[src/rtl/bshift_pkg.sv]
package bshift_pkg;

  typedef enum logic [4:0] {
    OPC_SHR  = 5'd26,
    OPC_SHRA = 5'd27,
    OPC_SHL  = 5'd28,
    OPC_SHC  = 5'd29
  } shift_opc_e;

  typedef enum logic [1:0] {
    MODE_RLOG = 2'd0,
    MODE_RARI = 2'd1,
    MODE_LEFT = 2'd2,
    MODE_ROTL = 2'd3
  } shift_mode_e;

  // recognise the four shift opcodes
  function automatic logic op_is_shift(input logic [4:0] op);
    return (op == OPC_SHR) || (op == OPC_SHRA) || (op == OPC_SHL) || (op == OPC_SHC);
  endfunction

  function automatic shift_mode_e op_mode(input logic [4:0] op);
    case (op)
      OPC_SHRA: return MODE_RARI;
      OPC_SHL:  return MODE_LEFT;
      OPC_SHC:  return MODE_ROTL;
      default:  return MODE_RLOG;
    endcase
  endfunction

endpackage

[src/rtl/bshift_amount.sv]
module bshift_amount #(
  parameter int CW = 5
) (
  input  logic [CW-1:0] field_cnt,
  input  logic [CW-1:0] reg_cnt,
  output logic [CW-1:0] amount,
  output logic          from_reg
);
  // zero field redirects to register count
  function automatic logic [CW-1:0] pick(input logic [CW-1:0] f, input logic [CW-1:0] r);
    return (f != '0) ? f : r;
  endfunction

  always_comb begin
    amount   = pick(field_cnt, reg_cnt);
    from_reg = (field_cnt == '0);
  end
endmodule

[src/rtl/bshift_core.sv]
module bshift_core
  import bshift_pkg::*;
#(
  parameter int W = 32
) (
  input  shift_mode_e          mode,
  input  logic [W-1:0]         x,
  input  logic [$clog2(W)-1:0] amt,
  output logic [W-1:0]         y
);
  localparam int CW = $clog2(W);

  function automatic logic [W-1:0] stage_fn(input shift_mode_e m, input logic [W-1:0] v,
                                            input logic fill, input int s);
    logic [W-1:0] ones;
    ones = '1;
    case (m)
      MODE_RLOG: return v >> s;
      MODE_RARI: return (v >> s) | (fill ? ~(ones >> s) : '0);
      MODE_LEFT: return v << s;
      default:   return (v << s) | (v >> (W - s));
    endcase
  endfunction

  logic [W-1:0] st [0:CW];
  assign st[0] = x;

  for (genvar k = 0; k < CW; k++) begin : g_stage
    localparam int S = 1 << k;
    assign st[k+1] = amt[k] ? stage_fn(mode, st[k], x[W-1], S) : st[k];
  end

  assign y = st[CW];
endmodule

[src/rtl/bshift_unit.sv]
module bshift_unit
  import bshift_pkg::*;
#(
  parameter int W       = 32,
  parameter bit REG_OUT = 1'b1
) (
  input  logic                 clk,
  input  logic                 rst_n,
  input  logic                 in_valid,
  input  logic [4:0]           op_code,
  input  logic [W-1:0]         src_val,
  input  logic [$clog2(W)-1:0] reg_cnt,
  input  logic [$clog2(W)-1:0] cnt_field,
  output logic                 out_valid,
  output logic [W-1:0]         result
);
  localparam int CW = $clog2(W);

  logic          is_shift;
  logic          fire;
  shift_mode_e   mode;
  logic [CW-1:0] amt;
  logic          amt_from_reg;
  logic [W-1:0]  shifted;

  always_comb begin
    is_shift = op_is_shift(op_code);
    mode     = op_mode(op_code);
    fire     = in_valid && is_shift;
  end

  bshift_amount #(.CW(CW)) u_amt (
    .field_cnt (cnt_field),
    .reg_cnt   (reg_cnt),
    .amount    (amt),
    .from_reg  (amt_from_reg)
  );

  bshift_core #(.W(W)) u_core (
    .mode (mode),
    .x    (src_val),
    .amt  (amt),
    .y    (shifted)
  );

  if (REG_OUT) begin : g_reg
    always_ff @(posedge clk) begin
      if (!rst_n) begin
        out_valid <= 1'b0;
        result    <= '0;
      end else begin
        out_valid <= fire;
        if (fire) result <= shifted;
      end
    end

    p_amt_src_r2: assert property (@(posedge clk) disable iff (!rst_n)
      amt_from_reg |-> (amt == reg_cnt));
    p_amt_field_r2: assert property (@(posedge clk) disable iff (!rst_n)
      !amt_from_reg |-> (amt == cnt_field));
    p_rlog_msb_r3: assert property (@(posedge clk) disable iff (!rst_n)
      fire && mode == MODE_RLOG && amt != '0 |=> !result[W-1]);
    p_sign_fill_r4: assert property (@(posedge clk) disable iff (!rst_n)
      fire && mode == MODE_RARI |=> result[W-1] == $past(src_val[W-1]));
    p_left_lsb_r5: assert property (@(posedge clk) disable iff (!rst_n)
      fire && mode == MODE_LEFT && amt != '0 |=> !result[0]);
    p_rot_ones_r6: assert property (@(posedge clk) disable iff (!rst_n)
      fire && mode == MODE_ROTL |=> $countones(result) == $countones($past(src_val)));
    p_zero_pass_r7: assert property (@(posedge clk) disable iff (!rst_n)
      fire && amt == '0 |=> result == $past(src_val));
    p_valid_lat_r8: assert property (@(posedge clk) disable iff (!rst_n)
      fire |=> out_valid);
    p_idle_hold_r8: assert property (@(posedge clk) disable iff (!rst_n)
      !in_valid |=> !out_valid && $stable(result));
    p_nonshift_r9: assert property (@(posedge clk) disable iff (!rst_n)
      in_valid && !is_shift |=> !out_valid && $stable(result));
  end else begin : g_comb
    assign out_valid = fire;
    assign result    = shifted;
  end
endmodule

[config.mk]
export PLATFORM = sky130hd
export DESIGN_NAME = bshift_unit
export DESIGN_NICKNAME = d
export VERILOG_FILES = /design/src/rtl/bshift_pkg.sv /design/src/rtl/bshift_amount.sv /design/src/rtl/bshift_core.sv /design/src/rtl/bshift_unit.sv
export SDC_FILE = /design/constraint.sdc
export NUM_CORES = 1
export LEC_CHECK = 0
export BUFFER_PORTS_ARGS = -buffer_cell sky130_fd_sc_hd__buf_4
export CAP_MARGIN = 20
export CORE_MARGIN = 2
export CORE_UTILIZATION = 35
export DETAILED_ROUTE_END_ITERATION = 8
export PLACE_DENSITY_LB_ADDON = 0.12
export SYNTH_ARGS = -nofsm -noshare
export SYNTH_HDL_FRONTEND = slang
export SYNTH_SLANG_ARGS = --single-unit
export TNS_END_PERCENT = 10
[constraint.sdc]
create_clock -name clk -period 4.3 [get_ports clk]
set_clock_uncertainty 0.15 [all_clocks]
set_input_delay 0.86 -clock clk [delete_from_list [all_inputs] [get_ports clk]]
set_output_delay 0.86 -clock clk [all_outputs]
set_load 0.02 [all_outputs]
---- Yosys cells after proc, flatten, opt, wreduce, memory -nomap -nowiden ----
Cells that the tools add are included.
storage, ports and cells
  register bits after elaboration ......... 33
  latch bits .............................. 0
  bits in writable memories ............... 0
  ROM bits ................................ 0
  input bits .............................. 50
  output and inout port bits .............. 33
  word-level logic and storage cells ...... 41
  memories ................................ 0
cells by class
  add/sub/neg operators ................... 0
  multipliers ............................. 0
  div/mod/pow operators ................... 0
  magnitude comparators ................... 0
  eq/ne operators ......................... 6
  shift-type cells ........................ 0
  muxes and demuxes ....................... 17
  bitwise gates (word level) .............. 10
  reduce and logical (&&, ||, !) cells .... 6
operator list
  cell                                                  count
  case mux 32 bit (3 select lines)                      5
  two-way mux 32 bit                                    10
  bitwise OR 16 x 32 -> 32 bit                          1
  bitwise OR 24 x 32 -> 32 bit                          1
  bitwise OR 28 x 32 -> 32 bit                          1
  bitwise OR 30 x 32 -> 32 bit                          1
  bitwise OR 31 x 32 -> 32 bit                          1
  bitwise OR 32 x 1 -> 32 bit                           1
  bitwise OR 32 x 16 -> 32 bit                          1
  bitwise OR 32 x 2 -> 32 bit                           1
  bitwise OR 32 x 4 -> 32 bit                           1
  bitwise OR 32 x 8 -> 32 bit                           1
  equality test 5 bit (second input constant)           4
  case mux 2 bit (3 select lines)                       1
  two-way mux 5 bit                                     1
  nonzero test 5 bit                                    1
  logical OR 1 bit                                      3
  equality test 2 x 1 -> 1 bit (second input constant)  1
  equality test 2 bit (second input constant)           1
  logical NOT 2 bit                                     1
  logical AND 1 bit                                     1

---- Logic depth before layout (Yosys ltp) ----
Gate-level depths: netlist of run 1.
  word-level depth ........................ 17
  depth in mapped cells ................... 12
  gate-level depth less buffers ........... 8

---- Cells and area by module ----
From an unflattened synthesis of run 1, not the netlist that was laid out.
unflattened totals
  cells, all modules ...................... 871
  area, all modules ....................... 6,202.2 µm²
modules (own cells, without submodules)
  module         times used  cells an instance  area an instance (µm²)  sequential area each (µm²)
  bshift_core    1           712                4,744.6                 0.0
  bshift_unit    1           146                1,366.3                 660.6
  bshift_amount  1           13                 91.3                    0.0

---- Worst setup path before layout of run 1 ----
OpenSTA, ideal clock, no wires.
  kind .................................... input to register
  from .................................... input cnt_field[3]
  to ...................................... register result[8]
  library setup time ...................... 0.122 ns
  arrival ................................. 3.020 ns
  data required time ...................... 4.028 ns
  path slack .............................. 1.008 ns
  stages on the path ...................... 10
  buffers on the path ..................... 2
  cell sequence ........................... or3_1 -> buf_2 -> o21ai_4 -> buf_6 -> a21oi_1 -> mux4_2 -> a221oi_2 -> nand2_1 -> and3b_1 -> a311o_1
between the ends
  cells in the longest elaborated chain, start to end .. 15
  elaborated cells on any way between the ends .. 19
  classes of those cells .................. 10 x mux; 8 x bitwise; 1 x reduce/logical
RTL lines
  what                                                                                 line                                  RTL
  start: declaration                                                                   bshift_unit.sv:13                     input logic [$clog2(W)-1:0] cnt_field,
  nonzero test 5 bit                                                                   bshift_amount.sv:11                   return (f != '0) ? f : r;
  two-way mux 5 bit (*)                                                                bshift_amount.sv:11
  two-way mux 32 bit                                                                   bshift_core.sv:30                     assign st[k+1] = amt[k] ? stage_fn(mode, st[k], x[W-1], S) : st[k];
  bitwise OR 32 x 2 -> 32 bit / bitwise OR 30 x 32 -> 32 bit (equally long branches)   bshift_core.sv:21, bshift_core.sv:19
  case mux 32 bit (3 select lines)                                                     bshift_core.sv:17                     case (m)
  two-way mux 32 bit                                                                   bshift_core.sv:30
  bitwise OR 32 x 4 -> 32 bit / bitwise OR 28 x 32 -> 32 bit (equally long branches)   bshift_core.sv:21, bshift_core.sv:19
  case mux 32 bit (3 select lines)                                                     bshift_core.sv:17
  two-way mux 32 bit                                                                   bshift_core.sv:30
  bitwise OR 32 x 8 -> 32 bit                                                          bshift_core.sv:21                     default: return (v << s) | (v >> (W - s));
  case mux 32 bit (3 select lines)                                                     bshift_core.sv:17
  two-way mux 32 bit                                                                   bshift_core.sv:30
  bitwise OR 32 x 16 -> 32 bit / bitwise OR 16 x 32 -> 32 bit (equally long branches)  bshift_core.sv:21, bshift_core.sv:19
  case mux 32 bit (3 select lines)                                                     bshift_core.sv:17
  two-way mux 32 bit (*)                                                               bshift_core.sv:30
  end signal: assignment                                                               bshift_unit.sv:53                     if (fire) result <= shifted;
  end: declaration                                                                     bshift_unit.sv:15                     output logic [W-1:0] result
Mark *: on every way between the ends. The rest lies on a longest branch, timed or not.
A chain may end at the register's enable or synchronous reset.

---- Worst setup path in the final report of run 1 ----
  from .................................... input cnt_field[3]
  to ...................................... register result[10]
The elaborated chain is that of the path after synthesis.

==> impl_metrics.toml, run 1 <==
[hold_path]
hold_path_class = "reg -> reg"

[routing]
vias = 8312
final_antenna_net_count = 0
drc = 0
routed_wl_mm = 33.01
wl_per_cell_um = 28.46
vias_per_cell = 7.166
first_iter_violations = 1311
drtPass1Iterations = 6

[synth]
syn_area_um2 = 5962
yosysTopAreaCellShare = 0.1108
synth_cell_types = 78
yosysMostFrequentCell = "a211oi_1"
synth_commonest_cells = "a211oi_1 (76), nand2_1 (74), nor2_1 (67), o21ai_0 (65), a21oi_1 (62)"
avgSynthCellArea_um2 = 6.957
seq_area_frac_synth = 0.1108
synth_top_cell_by_area = "dfxtp_1"
postSynthCellCount = 857
synthArstFlopShare = 0
synth_area_leaders = "dfxtp_1 (11%), a211oi_1 (9.6%), mux2i_1 (6.0%)"
ys.flop_type = "dfxtp_1"
ys_warn_count = 0
synth-seq-cells = 33
synth_edf_count = 0
syn_nets = 907

[sta]
tns_ns = -0.003333
worstMarginPinSlew_ns = 1.268
fmax_mhz = 232.4
setup_violations = 1
worst_slack_ns = -0.003333
timing.final.crit_share = 1.001
holdWs_ns = 0.3423
rsz0062_at_grt = "false"
slew_violations = 0
min_period_ns = 4.303
hold_viol_final = 0
max_slew_margin = 0.1520

[global_route]
grt_max_degree = 76
grt_pass1_vias = 7914
antenna_found_initial = 0
grt-busiest-layer = "met2"
met1_usage = 0.4777
grt_usage = 0.3576
grt_first_pass_wirelength_mm = 49.73
met2_usage = 0.5479
grt_use_met3 = 0.08371
grt_overflow = 0

[cts]
cts_buffer_depth = 2
cts_root_buffer = "clkbuf_16"
post_cts_buffers = 0
cts_resized = 0
clk_pin_slew_worst_paths_ns = 0.05
clock-sinks = 33
clock_latency_ns = 0.28
cts_tree = "built"
postCtsHoldBufs = 0
htreeDepth = 2
numCtsBuffers = 5

[critical_path]
cp-end-kind = "flop"
critical_path.max_fanout = 21
crit_required_ns = 4.36
slowest_stage = "a221oi_1"
cpPeakStageDelay_ns = 0.78
cpLargestDelayFamily = "compound AO/OA/AOI/OAI gates"
path_class = "in -> reg"
crit_chain = "buf_4, or3_1, buf_4, o21ai_0, o21ai_0, a221oi_1, buf_4, nor2_1, a2111oi_0, a21oi_1, a31oi_1"
start_kind = "input pin"
worst-path-buf-inv = 3
cp.arrival_ns = 4.36
timing.critical_path.mode_cell = "buf_4"

[cells_and_area]
final_core_util = 0.4421
drive_gt1_frac = 0.2266
fin_area_um2 = 7357
syn_to_final_growth_pct = 23.40
final_nets = 989
n_antenna_cell = 0

[floorplan]
die_w_um = 134.5
start_util = 0.3582
io_pins = 83
core_um2 = 16640
rows = 47
die_h_um = 134.5
dieArea_um2 = 18090

[pwr]
power_leakage_nw = 2.757
ir_drop_mv = 0.1446
powerDensity_nw_per_um2 = 205.3
power_mw = 1.511

[placement]
placed_area_um2 = 7218
gp_congestion = 1.042
dp_hpwl_mm = 25.43
numPortBuffers = 82

[status]
violations = "negative setup slack"
outcome = "finished with violations"

[job]
cap_violations = 0
-- cell families after synthesis --
kind of cell / count (synthesis) / share of synthesized area
AOI/OAI and AO/OA: 430 / 0.5236
and+or+nand+nor: 235 / 0.1822
buffers and inverters: 104 / 0.07849
muxes: 53 / 0.1020
DFF: 33 / 0.1108
xor gates and xnor gates: 2 / 0.002939
-- cell type report --
cell class / instances / area [µm²]
timing repair buffer: 166 / 1346
clock buffer: 6 / 128.9
fill: 1783 / 9285
sequential: 33 / 660.6
multi-input combinational: 720 / 4887
tap: 220 / 275.3
clock inverter: 2 / 10.01
inverter: 13 / 48.80
-- power by group --
part	switching (mW)	internal, mW	leakage, nW
Combinational	0.538	0.302	2.42
Sequential	0.00600	0.318	0.268
Clock	0.134	0.212	0.0706
Total	0.678	0.832	2.76
-- layout by cell type, fill, tap and decap left out, types with 5 or more instances in the layout --
| master | netlist | layout |
|---|---|---|
| and2_1 | 5 | 5 |
| a21oi_1 | 62 | 61 |
| a2111oi_0 | 9 | 9 |
| a32o_1 | 6 | 6 |
| dfxtp_1 | 33 | 33 |
| a22oi_1 | 7 | 7 |
| nor2b_1 | 7 | 7 |
| nor3_1 | 28 | 28 |
| a21o_1 | 12 | 11 |
| a31o_2 | 5 | 5 |
| or3_1 | 10 | 10 |
| o211ai_1 | 29 | 29 |
| buf_12 | 0 | 8 |
| nand3_1 | 18 | 18 |
| a311oi_1 | 7 | 7 |
| mux2_2 | 12 | 12 |
| o211a_1 | 12 | 12 |
| clkbuf_16 | 0 | 5 |
| o22ai_1 | 11 | 11 |
| nand2_1 | 74 | 74 |
| a221oi_1 | 10 | 10 |
| o21ai_0 | 65 | 65 |
| mux2i_1 | 36 | 36 |
| and3_1 | 5 | 5 |
| a31oi_1 | 14 | 12 |
| a211oi_1 | 76 | 76 |
| o221ai_1 | 13 | 13 |
| a211o_1 | 9 | 9 |
| o21a_1 | 5 | 5 |
| a221o_1 | 6 | 6 |
| a32oi_1 | 9 | 9 |
| inv_1 | 13 | 13 |
| nor2_1 | 67 | 67 |
| o32ai_1 | 6 | 6 |
| mux4_2 | 5 | 5 |
| buf_4 | 6 | 158 |
| o31ai_1 | 10 | 10 |
-- worst reg2reg max path, stage by stage (launching register included) --
cell and delay, ns:
dfxtp_1 0.32, o21ai_0 0.18, nor2_1 0.06, o211ai_1 0.10, o211ai_1 0.12
-- metrics by stage --
stage | instances | worst slack (ns)
2_1_floorplan | 857 | 1.008
3_3_place_gp | 1152 | 0.04136
3_5_place_dp | 1152 | -0.02309
4_1_cts | 1160 | 0.2375
5_1_grt | 1160 | 0.01207
6_report | 1160 | -0.003333
-- per-layer routing --
| metal | wire, µm | up-vias |
|---|---|---|
| li1 | - | 3626 |
| met1 | 13560 | 4003 |
| met2 | 14300 | 559 |
| met3 | 3366 | 124 |
| met4 | 1784 | 0 |
| met5 | 0 | - |
-- registers in the layout, summed over array words and instances (netlist names) --
name,flops
out_valid,1
result,32
-- worst paths after layout --
path / from / end / slack, ns / depth (start not counted)
worst min register to register: result[14]$_SDFFE_PN0P_ / result[14]$_SDFFE_PN0P_ / 0.34 / 2
worst max-delay path: cnt_field[3] / result[10]$_SDFFE_PN0P_ / -0.003 / 11
worst min-delay path: result[14]$_SDFFE_PN0P_ / result[14]$_SDFFE_PN0P_ / 0.34 / 2
worst max register to register: result[6]$_SDFFE_PN0P_ / result[6]$_SDFFE_PN0P_ / 3.25 / 4
Note: power is estimated with default switching activity, not from simulation.
==> inputs of run 2 (changes only) <==
PLACE_DENSITY = 0.55   (was not set)
PLACE_DENSITY_LB_ADDON = not set   (was 0.12)
RECOVER_POWER = 100   (was not set)
==> impl_metrics.toml, run 2 (synthesis gave the netlist of run 1 again) <==
[routing]
first_iter_violations = 1597
drtPass1Iterations = 9
vias = 8565
drc = 0
final_antenna_net_count = 0
wl_per_cell_um = 28.31
routed_wl_mm = 32.84
vias_per_cell = 7.384

[sta]
max_slew_margin = 0.3597
rsz0062_at_grt = "false"
tns_ns = 0
setup_violations = 0
fmax_mhz = 248.2
worstMarginPinSlew_ns = 0.9363
min_period_ns = 4.029
slew_violations = 0
worst_slack_ns = 0.2705
timing.final.crit_share = 0.9371
hold_viol_final = 0

[cts]
postCtsHoldBufs = 0
clock-sinks = 33
post_cts_buffers = 0
cts_resized = 0
cts_buffer_depth = 2
numCtsBuffers = 5
cts_tree = "built"
htreeDepth = 2
clk_pin_slew_worst_paths_ns = 0.06
clock_latency_ns = 0.28
cts_root_buffer = "clkbuf_16"

[global_route]
grt_max_degree = 59
grt_first_pass_wirelength_mm = 48.50
grt_overflow = 0
antenna_found_initial = 0
grt_pass1_vias = 7636
grt_usage = 0.3496

[placement]
dp_hpwl_mm = 24.96
placed_area_um2 = 7181
gp_congestion = 1.062
post-place-cells = 1152
numPortBuffers = 82
dp_slack_ns = 0.1888

[floorplan]
die_h_um = 134.5
core_um2 = 16640
die_w_um = 134.5
rows = 47
io_pins = 83
start_util = 0.3582
dieArea_um2 = 18090

[cells_and_area]
mostFrequentLayoutCell = "buf_4"
drive_gt1_frac = 0.1777
final_cell_mix = "buf_4 (119), a211oi_1 (76), nand2_1 (74), nor2_1 (67), o21ai_0 (65)"
largest_register_ffs = 32
n_fill_cell = 1816
n_antenna_cell = 0
regMostFlops = "result"
final_nets = 989
reg_top3 = "result x32, out_valid x1"
finalNonFillerCells = 1160
fin_area_um2 = 7152
syn_to_final_growth_pct = 19.96
final_core_util = 0.4297

[critical_path]
cp-end-kind = "flop"
reg2regPathDepth = 4
slowest_stage = "and4b_4"
worst-path-buf-inv = 3
regToRegStartpoint = "result[6]$_SDFFE_PN0P_"
rrSetupSlack_ns = 3.26
crit_chain = "clkbuf_1, and4b_4, clkbuf_1, mux2i_1, a211oi_1, o21ai_0, a41oi_1, a41oi_1, buf_4, o21ai_0, o221a_2"
crit_required_ns = 4.33
cpPeakStageDelay_ns = 0.79
path_class = "in -> reg"
critical_path.max_fanout = 37
cpLargestDelayFamily = "compound AO/OA/AOI/OAI gates"
cp.arrival_ns = 4.06
rr_endpoint = "result[6]$_SDFFE_PN0P_"
start_kind = "input pin"

[hold_path]
hold_end = "result[14]$_SDFFE_PN0P_"
hold_start = "result[14]$_SDFFE_PN0P_"
min_path_cells = 2
hold_path_class = "reg -> reg"

[pwr]
pwr-share-comb = 0.553
intPower_mw = 0.8185
ir_drop_mv = 0.1463
p_sw_mw = 0.6749
power_leakage_nw = 2.569
powerDensity_nw_per_um2 = 208.8
p_clk_frac = 0.230
power_frac_seq = 0.217
power.share.switching = 0.4519

[job]
cap_violations = 0

[status]
outcome = "finished clean"
-- run 2: metrics by stage --
step	hold slack, ns	power, mW
detailed placement	0.3353	1.130
global placement	0.3315	1.142
CTS	0.3421	1.473
global route	0.3631	1.538
floorplan	0.4074	0.7803
finish	0.3449	1.493
-- run 2: worst max path at each step --
| stage | from | end | slack [ns] | cells past startpoint |
|---|---|---|---|---|
| after CTS | op_code[1] | result[28]$_SDFFE_PN0P_ | 0.50 | 10 |
| after floorplan | cnt_field[3] | result[8]$_SDFFE_PN0P_ | 1.01 | 10 |
| after detailed placement | op_code[1] | result[28]$_SDFFE_PN0P_ | 0.19 | 10 |
| after global routing | cnt_field[3] | result[10]$_SDFFE_PN0P_ | 0.16 | 12 |
| after global placement | op_code[1] | result[28]$_SDFFE_PN0P_ | 0.22 | 10 |
| final | op_code[1] | result[7]$_SDFFE_PN0P_ | 0.27 | 11 |
-- run 2: metal layers --
metal  track usage  vias to the layer above  part of all wire
met2        0.5366                      683              0.43
li1              -                     3627                 -
met5             0                        -                 0
met3       0.07920                      145              0.11
met1        0.4745                     4110              0.40
met4        0.1398                        0             0.055
-- run 2: worst reg2reg max path: cells and delay by family (launching register included) --
kind               cells  cell delay [ns]
AOI/OAI and AO/OA      3             0.38
and+or+nand+nor        1             0.06
DFF                    1             0.33
-- run 2: power groups by stage --
stage	clock [mW]	sequential, mW	combinational (mW)
after floorplan	0	0.344	0.436
after detailed placement	0	0.331	0.799
final	0.344	0.324	0.825
after CTS	0.346	0.325	0.802
after global placement	0	0.331	0.811
after global routing	0.359	0.325	0.854
-- run 2: layout make-up --
| type | count | area [µm²] | share of cell area |
|---|---|---|---|
| Clock buffer | 8 | 136.4 | 0.01907 |
| Inverter | 13 | 48.80 | 0.006823 |
| Multi-Input combinational cell | 720 | 4880 | 0.6823 |
| Sequential cell | 33 | 660.6 | 0.09237 |
| Tap cell | 220 | 275.3 | 0.03849 |
| Timing Repair Buffer | 166 | 1151 | 0.1610 |
